[config.mk]
export PLATFORM = sky130hd
export DESIGN_NAME = irq_dist_regs
export DESIGN_NICKNAME = d
export VERILOG_FILES = /design/src/rtl/irq_dist_regs.sv
export SDC_FILE = /design/constraint.sdc
export NUM_CORES = 2
export LEC_CHECK = 0
export BUFFER_PORTS_ARGS = -buffer_cell sky130_fd_sc_hd__buf_2
export CORE_AREA = 5 5 756 758
export DETAILED_ROUTE_END_ITERATION = 10
export DIE_AREA = 0 0 761 763
export GPL_ROUTABILITY_DRIVEN = 0
export HOLD_SLACK_MARGIN = 0.12
export PLACE_DENSITY = 0.35
export SYNTH_ARGS = -nofsm -noshare
export SYNTH_HDL_FRONTEND = slang
export SYNTH_SLANG_ARGS = --single-unit
export TNS_END_PERCENT = 1
[constraint.sdc]
create_clock -name clk -period 5.25 [get_ports clk]
set_clock_uncertainty 0.15 [all_clocks]
set_input_delay 0 -clock clk [delete_from_list [all_inputs] [get_ports clk]]
set_output_delay 0 -clock clk [all_outputs]
set_load 0.01 [all_outputs]
[src/rtl/irq_dist_regs.sv]
module irq_dist_regs #(
  parameter int NIRQ = 64,
  parameter int NCPU = 4,
  localparam int CW = (NCPU > 1) ? $clog2(NCPU) : 1
) (
  input  logic                 clk,
  input  logic                 rst_n,
  input  logic                 acc_en,
  input  logic                 acc_wr,
  input  logic [9:0]           acc_waddr,
  input  logic [3:0]           acc_be,
  input  logic [31:0]          acc_wdata,
  input  logic [CW-1:0]        acc_cpu,
  output logic [31:0]          acc_rdata,
  output logic                 acc_bad,
  input  logic [NIRQ-1:0]      irq_level,
  input  logic [NIRQ*NCPU-1:0] pend_state,
  input  logic [NIRQ*NCPU-1:0] act_state,
  output logic                 dist_en,
  output logic [NIRQ-1:0]      irq_enable,
  output logic [NIRQ-1:0]      irq_model,
  output logic [NIRQ-1:0]      irq_edge,
  output logic [NIRQ*NCPU-1:0] irq_target,
  output logic [NIRQ*8-1:0]    irq_prio,
  output logic [NIRQ*NCPU-1:0] pend_set,
  output logic [NIRQ-1:0]      pend_clr
);

  localparam logic [31:0] TYPE_WORD = 32'(NIRQ / 32 - 1) | (32'(NCPU - 1) << 5);

  function automatic logic [7:0] ident(input int k);
    case (k)
      0: return 8'h90;
      1: return 8'h13;
      2: return 8'h04;
      3: return 8'h00;
      4: return 8'h0D;
      5: return 8'hF0;
      6: return 8'h05;
      default: return 8'hB1;
    endcase
  endfunction

  function automatic logic view(input logic [NIRQ*NCPU-1:0] st, input int i,
                                input logic [CW-1:0] c);
    if (i < 32) return st[i*NCPU + int'(c)];
    return |st[i*NCPU +: NCPU];
  endfunction

  logic                 en_q, en_d;
  logic [NIRQ-1:0]      ena_q, ena_d, model_q, model_d, edge_q, edge_d;
  logic [7:0]           prio_q [NIRQ];
  logic [7:0]           prio_d [NIRQ];
  logic [NCPU-1:0]      tgt_q [NIRQ];
  logic [NCPU-1:0]      tgt_d [NIRQ];
  logic [NCPU-1:0]      self_m, sgi_m;
  logic                 sgi_hit, bad;
  logic [31:0]          rd;
  logic [NIRQ*NCPU-1:0] set_r;
  logic [NIRQ-1:0]      clr_r;
  int                   o, id;
  logic [7:0]           v, wb;
  logic                 lb;

  assign self_m  = NCPU'(1) << acc_cpu;
  assign sgi_hit = acc_wr && acc_be == 4'hF && acc_waddr == 10'h3C0 &&
                   acc_wdata[9:0] < 10'(NIRQ);

  always_comb begin
    case (acc_wdata[25:24])
      2'd0:    sgi_m = acc_wdata[16 +: NCPU];
      2'd1:    sgi_m = self_m;
      2'd2:    sgi_m = ~self_m;
      default: sgi_m = '1;
    endcase
  end

  always_comb begin
    bad = 1'b0;
    rd  = '0;
    o = 0; id = 0; v = '0; wb = '0; lb = 1'b0;
    en_d = en_q; ena_d = ena_q; model_d = model_q; edge_d = edge_q;
    prio_d = prio_q; tgt_d = tgt_q;
    set_r = '0; clr_r = '0;

    for (int l = 0; l < 4; l++) begin
      o  = int'({acc_waddr, 2'(l)});
      v  = '0;
      lb = 1'b0;
      if (o < 'h100) begin
        if (o == 0) v = {7'b0, en_q};
        else if (o >= 4 && o < 8) begin
          v  = TYPE_WORD[8*(o-4) +: 8];
          lb = acc_wr;
        end else if (o >= 8) lb = 1'b1;
      end else if (o < 'h300) begin
        id = (o & 'h7F) * 8;
        if (id >= NIRQ) lb = 1'b1;
        else for (int b = 0; b < 8; b++)
          v[b] = (o < 'h200) ? ena_q[id+b] : view(pend_state, id + b, acc_cpu);
      end else if (o < 'h400) begin
        id = (o - 'h300) * 8;
        if (id >= NIRQ || acc_wr) lb = 1'b1;
        else for (int b = 0; b < 8; b++) v[b] = view(act_state, id + b, acc_cpu);
      end else if (o < 'h800) begin
        id = o - 'h400;
        if (id >= NIRQ) lb = 1'b1;
        else v = prio_q[id];
      end else if (o < 'hC00) begin
        id = o - 'h800;
        if (id >= NIRQ) lb = 1'b1;
        else if (id >= 29 && id < 32) v = 8'(self_m);
        else v = 8'(tgt_q[id]);
      end else if (o < 'hF00) begin
        id = (o - 'hC00) * 4;
        if (id >= NIRQ) lb = 1'b1;
        else for (int b = 0; b < 4; b++) begin
          v[2*b]   = model_q[id+b];
          v[2*b+1] = edge_q[id+b];
        end
      end else if (o < 'hFE0) lb = !sgi_hit;
      else if (acc_wr) lb = 1'b1;
      else if ((o & 3) == 0) v = ident((o - 'hFE0) >> 2);
      if (acc_be[l]) begin
        bad = bad | lb;
        rd[8*l +: 8] = v;
      end
    end
    if (!acc_en) bad = 1'b0;
    if (bad || acc_wr || !acc_en) rd = '0;

    if (acc_en && acc_wr && !bad) begin
      for (int l = 0; l < 4; l++) begin
        if (acc_be[l]) begin
          o  = int'({acc_waddr, 2'(l)});
          wb = acc_wdata[8*l +: 8];
          if (o == 0) en_d = wb[0];
          else if (o >= 'h100 && o < 'h300) begin
            id = (o & 'h7F) * 8;
            if (o < 'h180) begin
              if (id < 16) wb = 8'hFF;
              for (int b = 0; b < 8; b++) if (wb[b]) begin
                ena_d[id+b] = 1'b1;
                if (irq_level[id+b] && !edge_q[id+b])
                  set_r[(id+b)*NCPU +: NCPU] |= (id + b < 32) ? self_m : tgt_q[id+b];
              end
            end else if (o < 'h200) begin
              if (id >= 16)
                for (int b = 0; b < 8; b++) if (wb[b]) ena_d[id+b] = 1'b0;
            end else if (o < 'h280) begin
              for (int b = 0; b < 8; b++) if (wb[b])
                set_r[(id+b)*NCPU +: NCPU] |= (id + b < 32) ? self_m : tgt_q[id+b];
            end else begin
              for (int b = 0; b < 8; b++) if (wb[b]) clr_r[id+b] = 1'b1;
            end
          end else if (o >= 'h400 && o < 'h800) prio_d[o-'h400] = wb;
          else if (o >= 'h800 && o < 'hC00) begin
            id = o - 'h800;
            tgt_d[id] = (id < 29) ? '0 : (id < 32) ? '1 : wb[NCPU-1:0];
          end else if (o >= 'hC00 && o < 'hF00) begin
            id = (o - 'hC00) * 4;
            if (id < 32) wb = wb | 8'hAA;
            for (int b = 0; b < 4; b++) begin
              model_d[id+b] = wb[2*b];
              edge_d[id+b]  = wb[2*b+1];
            end
          end
        end
      end
      if (sgi_hit) set_r[int'(acc_wdata[9:0])*NCPU +: NCPU] |= sgi_m;
    end
  end

  always_ff @(posedge clk) begin
    if (!rst_n) begin
      en_q    <= 1'b0;
      ena_q   <= {{(NIRQ-16){1'b0}}, 16'hFFFF};
      edge_q  <= {{(NIRQ-16){1'b0}}, 16'hFFFF};
      model_q <= '0;
      prio_q  <= '{default: '0};
      tgt_q   <= '{default: '0};
    end else begin
      en_q    <= en_d;
      ena_q   <= ena_d;
      edge_q  <= edge_d;
      model_q <= model_d;
      prio_q  <= prio_d;
      tgt_q   <= tgt_d;
    end
  end

  for (genvar i = 0; i < NIRQ; i++) begin : g_flat
    assign irq_prio[8*i +: 8]         = prio_q[i];
    assign irq_target[NCPU*i +: NCPU] = tgt_q[i];
  end

  assign acc_rdata  = rd;
  assign acc_bad    = bad;
  assign dist_en    = en_q;
  assign irq_enable = ena_q;
  assign irq_model  = model_q;
  assign irq_edge   = edge_q;
  assign pend_set   = set_r;
  assign pend_clr   = clr_r;

endmodule

# After elaboration in Yosys (flattened, before gate mapping)
# Index checks and enable logic that the tools add are counted.
# totals
output_inout_bits	1314
register_bits	961
elab_cells	4078
# op_classes
n_bitwise	237
mux	2674
n_eq_ne	10
order_cmp	389
n_addsub	186
n_reduce_logical	226
n_shift	224
# ops
op	n
$mux W256	437
$mux W64	661
$shiftx A256 B32 Y4	84
$bwmux W256	64
$shiftx A4 B33 Y256	61
$shift A4 B33 Y256 const A	33
$mux W512	16
$shiftx A256 B19 Y4	28
$or A64 B64 Y64	56
$and A64 B64 Y64	32
$bwmux W512	4
$bwmux W64	32
$shiftx A256 B13 Y4	8
$not A64 Y64	28
$ge A32 B7 Y1 const B	40
$not A32 Y32	36
$shiftx A256 B18 Y4	4
$mux W1	943
$neg A32 Y33	28
$mux W8	113
$add A32 B3 Y32	28
$lt A32 B10 Y1 const B	28
$lt A32 B7 Y1 const B	28
$bmux W4 S6	36
100 further kinds	1118

# Longest topological paths before layout
# logic_depth
word_depth	377
depth_mapped	25
mapped_depth_nobuf	15

# Worst setup path after synthesis
# No wires, ideal clock.
# synth_timing
path_kind	input port to flip-flop
from	in acc_waddr[0]
to	reg prio_q (netlist bit irq_prio[248])
setup_ps	116
t_arrival_ps	5169
slack_ps	-185
t_required_ps	4984
cell_stages	23
path_buffers	10
path_cell_list	buf_4 buf_4 buf_2 inv_1 buf_2 clkbuf_1 clkbuf_1 clkbuf_1 clkbuf_1 ha_1 nand2_2 inv_1 nand3_1 nor4_4 o21ai_1 a2111oi_2 nor3_1 or3_1 buf_4 buf_6 nor3_4 mux2i_1 nor2b_1
# synth_via
elab_chain_len	26
word_cells_on_any_way	216
classes_between	16 x add/sub; 76 x order compare; 1 x eq/ne; 90 x mux; 7 x bitwise; 26 x reduce/logical
# synth_lines
item	line	source
from (decl)	10	input logic [9:0] acc_waddr,
$sub A12 B11 Y13	--	
$not A32 Y33	--	
$ge A33 B7 Y1 or $lt A33 B1 Y1 (tied branches)	--	
$logic_and A1 B1 Y1	--	
$mux W8	--	
$demux W8 S6	--	
$bwmux W512	--	
$mux W512 (5 in a row)	--	
$bwmux W512	--	
$mux W512 (4 in a row)	--	
$bwmux W512	--	
$mux W512 (4 in a row)	--	
$bwmux W512	--	
$mux W512 (3 in a row)	--	
to (signal assigned)	187	prio_q <= prio_d;
to (decl)	52	logic [7:0] prio_q [NIRQ];
# Parallel ways exist; a longest one is shown, timed or not. The select of a mux whose other input is x is not followed.
# A chain may end at the register's enable or synchronous reset.

# Final worst setup path
# layout_timing
from	in acc_waddr[4]
to	out pend_set[69]
# layout_via
elab_chain_len	367
word_cells_on_any_way	1018
classes_between	76 x add/sub; 112 x order compare; 1 x eq/ne; 154 x shift; 592 x mux; 65 x bitwise; 18 x reduce/logical
# layout_lines
item	line	source
branches (longest 366 deep; another with $shiftx A256 B13 Y4)	--	
$mux W256 *	--	
to (decl)	25	output logic [NIRQ*NCPU-1:0] pend_set,
# Mark *: on every way between the ends. The select of a mux whose other input is x is not followed.

==> run metrics <==
outcome finished with violations; failing checks capacitance limit, slew limit, setup timing; P&R area growth vs syn 47.0%; post-synth top area cell dfxtp_1; CTS H-tree depth 4; Clock Power Share 47.3%; Max Clock Freq 182 MHz; Worst-Margin Slew 1.67 ns; via count 80,100; layout cell share with drive strength beyond 1 37.2%; first-pass GRT wire length 913 mm; Ports between 1,500 and 2,000; die height 763 um; startpoint types input pin; CTS root buffer clkbuf_16; Fill cells 64,400; Worst setup EP type output port; vias per cell 4.52; Worst Path Required roughly 5.1 ns; Clk Latency, worst-skew pair 0.85 ns; min-delay worst type in2reg; reg2reg path depth 5; clock buffer count from CTS about 140; Sw Ratio 32.7%; pwr dens around 220 mW/mm2; Syn Inst Count 7,592; WP data arrival 5.35 ns; Flop pwr share 34.7%; Port Buffer Count around 1,900; Clock Path Buffers 4; vias in the first global route 76,800; TNS Setup -1.45 ns; area share of the largest cell type after synthesis a little under 30%; worst path cell trace buf_2 > inv_1 > ha_1 > buf_4 > nand2_4 > buf_12 > buf_4 > a211oi_1 > and2_1 > mux4_2 > o21a_1 > a211o_4 > buf_4 > nor2_1 > a211oi_1 > buf_4 > buf_2; Initial DRC Count 9,492; # nets final 10,700; worst vdd ir ~0.00021 V; initial antenna violation count around 200; top cells by count, synth dfxtp_1 (961), mux2i_1 (938), nand2_1 (868), clkbuf_1 (480), o21ai_0 (478); RSZ-0062 raised after global routing yes; Sw Pwr 6880 uW; crit path kind in2out; CP dominant cell by count buf_4; Clock Sink Count 961; minimum clock period 5.50 ns; hold slack 0.169 ns; Avg Cell Area, Syn between 8 and 9 um2; Max Cap Viol 3; Placeable Area 0.564 mm2; pin count of the biggest net entering global routing 186; Synth cell types 103; syn_nets 8,248; first drt pass iteration count 6; Initial Util 11.6%; site row count 276; die area 0.581 mm2; setup ws final -0.253 ns; post-layout util between 10% and 20%; P_leak 0.0395 uW; Clock transition at path regs 0.05 ns; Max FO, Critical Path 34; internal power 14,100 uW; DRC viols 0; Main synth FF type dfxtp_1; Gate power share approximately 18%; Post-synth EDFFs 0; Final setup viols 18; Hold Path Stages 5; register bit total from synthesis 961; WL per Instance 41.7 um; Worst path max stage delay 1.28 ns; YS warnings 0; mapped cell area 0.0653 mm2; cell with the most instances after synthesis dfxtp_1; DRT antenna net count 0; Die Width 761 um; CTS tree yes; top post-synthesis cells by area dfxtp_1 (29%), mux2i_1 (14%), mux4_2 (10%), nand2_1 (5.0%), nor2b_1 (4.3%); gr usage total 24.2%; Hold Vio Cnt, Final 0; Tcrit/Tclk final 105%; Slew Viols, Final 10; Slowest cell on crit path a211oi_1; asr flop ratio synth 0%; Max-Slew Margin vs Limit -11.9%; drt total wl 738 mm; dpl hpwl a little over 600 mm; global route overflow 0; Seq/Total Area, Yosys 29.5%
## repair_timing
| action | CTS | global route |
|---|---|---|
| resized for setup | 97 | 31 |
| gates cloned | 2 | 1 |
| hold endpoints to repair | 880 | 0 |
| pin swaps | 15 | 8 |
| setup buffers | 9 | 6 |
| setup endpoints to repair | 256 | 153 |
| hold buffers | 62 | 0 |
## layer usage
metal | up-vias | global-route usage (%) | wire length, um
met5 | - | 0 | 570
met4 | 86 | 7.70 | 29600
met3 | 990 | 9.47 | 78900
met2 | 4951 | 37.7 | 322000
met1 | 40600 | 30.3 | 307000
li1 | 33400 | - | -
## flip-flops by register name (all words and copies together), names as in the netlist, named ones only
register and count:
dist_en 1, irq_prio 512, irq_edge 64, irq_model 64
irq_target 256
## critical path, delay by kind of cell
| kind | cells | cell delay [ns] |
|---|---|---|
| mux | 1 | 0.29 |
| fa+ha+maj | 1 | 0.29 |
| compound gates | 4 | 2.21 |
| buf+inv | 8 | 1.76 |
| simple gates | 3 | 0.74 |
## path summary, 6_finish.rpt
kind | start | to | slack (ns)
setup / recovery | acc_waddr[4] | pend_set[69] | -0.25
hold / removal | acc_waddr[0] | flip-flop | 0.17
setup reg to reg | irq_edge[9]$_SDFFE_PN1P_ | irq_edge[9]$_SDFFE_PN1P_ | 2.97
hold reg to reg | flip-flop | flip-flop | 0.32
## power groups by stage
stage,Clock (uW),Sequential (uW),Combinational (uW)
2_1_floorplan,0,7450,1470
3_5_place_dp,0,7450,3690
3_3_place_gp,0,7450,3690
5_1_grt,10500,7290,3890
4_1_cts,10300,7290,3770
6_report,9950,7290,3780
## layout make-up
class,count,area [um2],share of cell area (%)
diodes,87,218,0.227
clock buffers,197,4020,4.19
clock inverters,44,562,0.586
inverters,57,223,0.232
multi-input cells,5889,43700,45.5
flip-flops and latches,961,19300,20.1
well taps,7506,9390,9.79
repair buffers,2965,18600,19.4
## per-stage QoR
stage / area [um2] / power (uW) / std cells / worst slack, ns
2_1_floorplan: 65300 / 8920 / 7592 / 0.107
3_5_place_dp: 89900 / 11100 / 17300 / -0.744
5_1_grt: 95800 / 21700 / 17600 / -0.134
3_3_place_gp: 89800 / 11100 / 17300 / -0.694
6_report: 95900 / 21000 / 17700 / -0.253
4_1_cts: 95500 / 21300 / 17600 / -0.0359
## cell families (layout without fill, tap and decap cells)
group / after synthesis / after routing / synth area share (%)
mux: 1300 / 1300 / 25.9
fa+ha+maj: 28 / 28 / 0.537
other cells: 0 / 87 / 0
buf+inv: 743 / 3263 / 4.80
simple gates: 2928 / 2929 / 23.3
compound gates: 1623 / 1623 / 15.9
flops: 961 / 961 / 29.5
xor+xnor: 9 / 9 / 0.121
## placed cells by master (no fill, tap or decap), types with 135 or more instances in the layout
cell type     n
nor2b_1     448
nor4_1      135
nand3_1     469
nand2_1     861
clkbuf_16   140
dfxtp_1     946
mux2i_1     936
o21ai_0     457
buf_4       919
a21oi_1     345
buf_2      1906
mux4_2      303
nor2_1      331
nand4_1     152
Power figures use the tool's default switching activity.
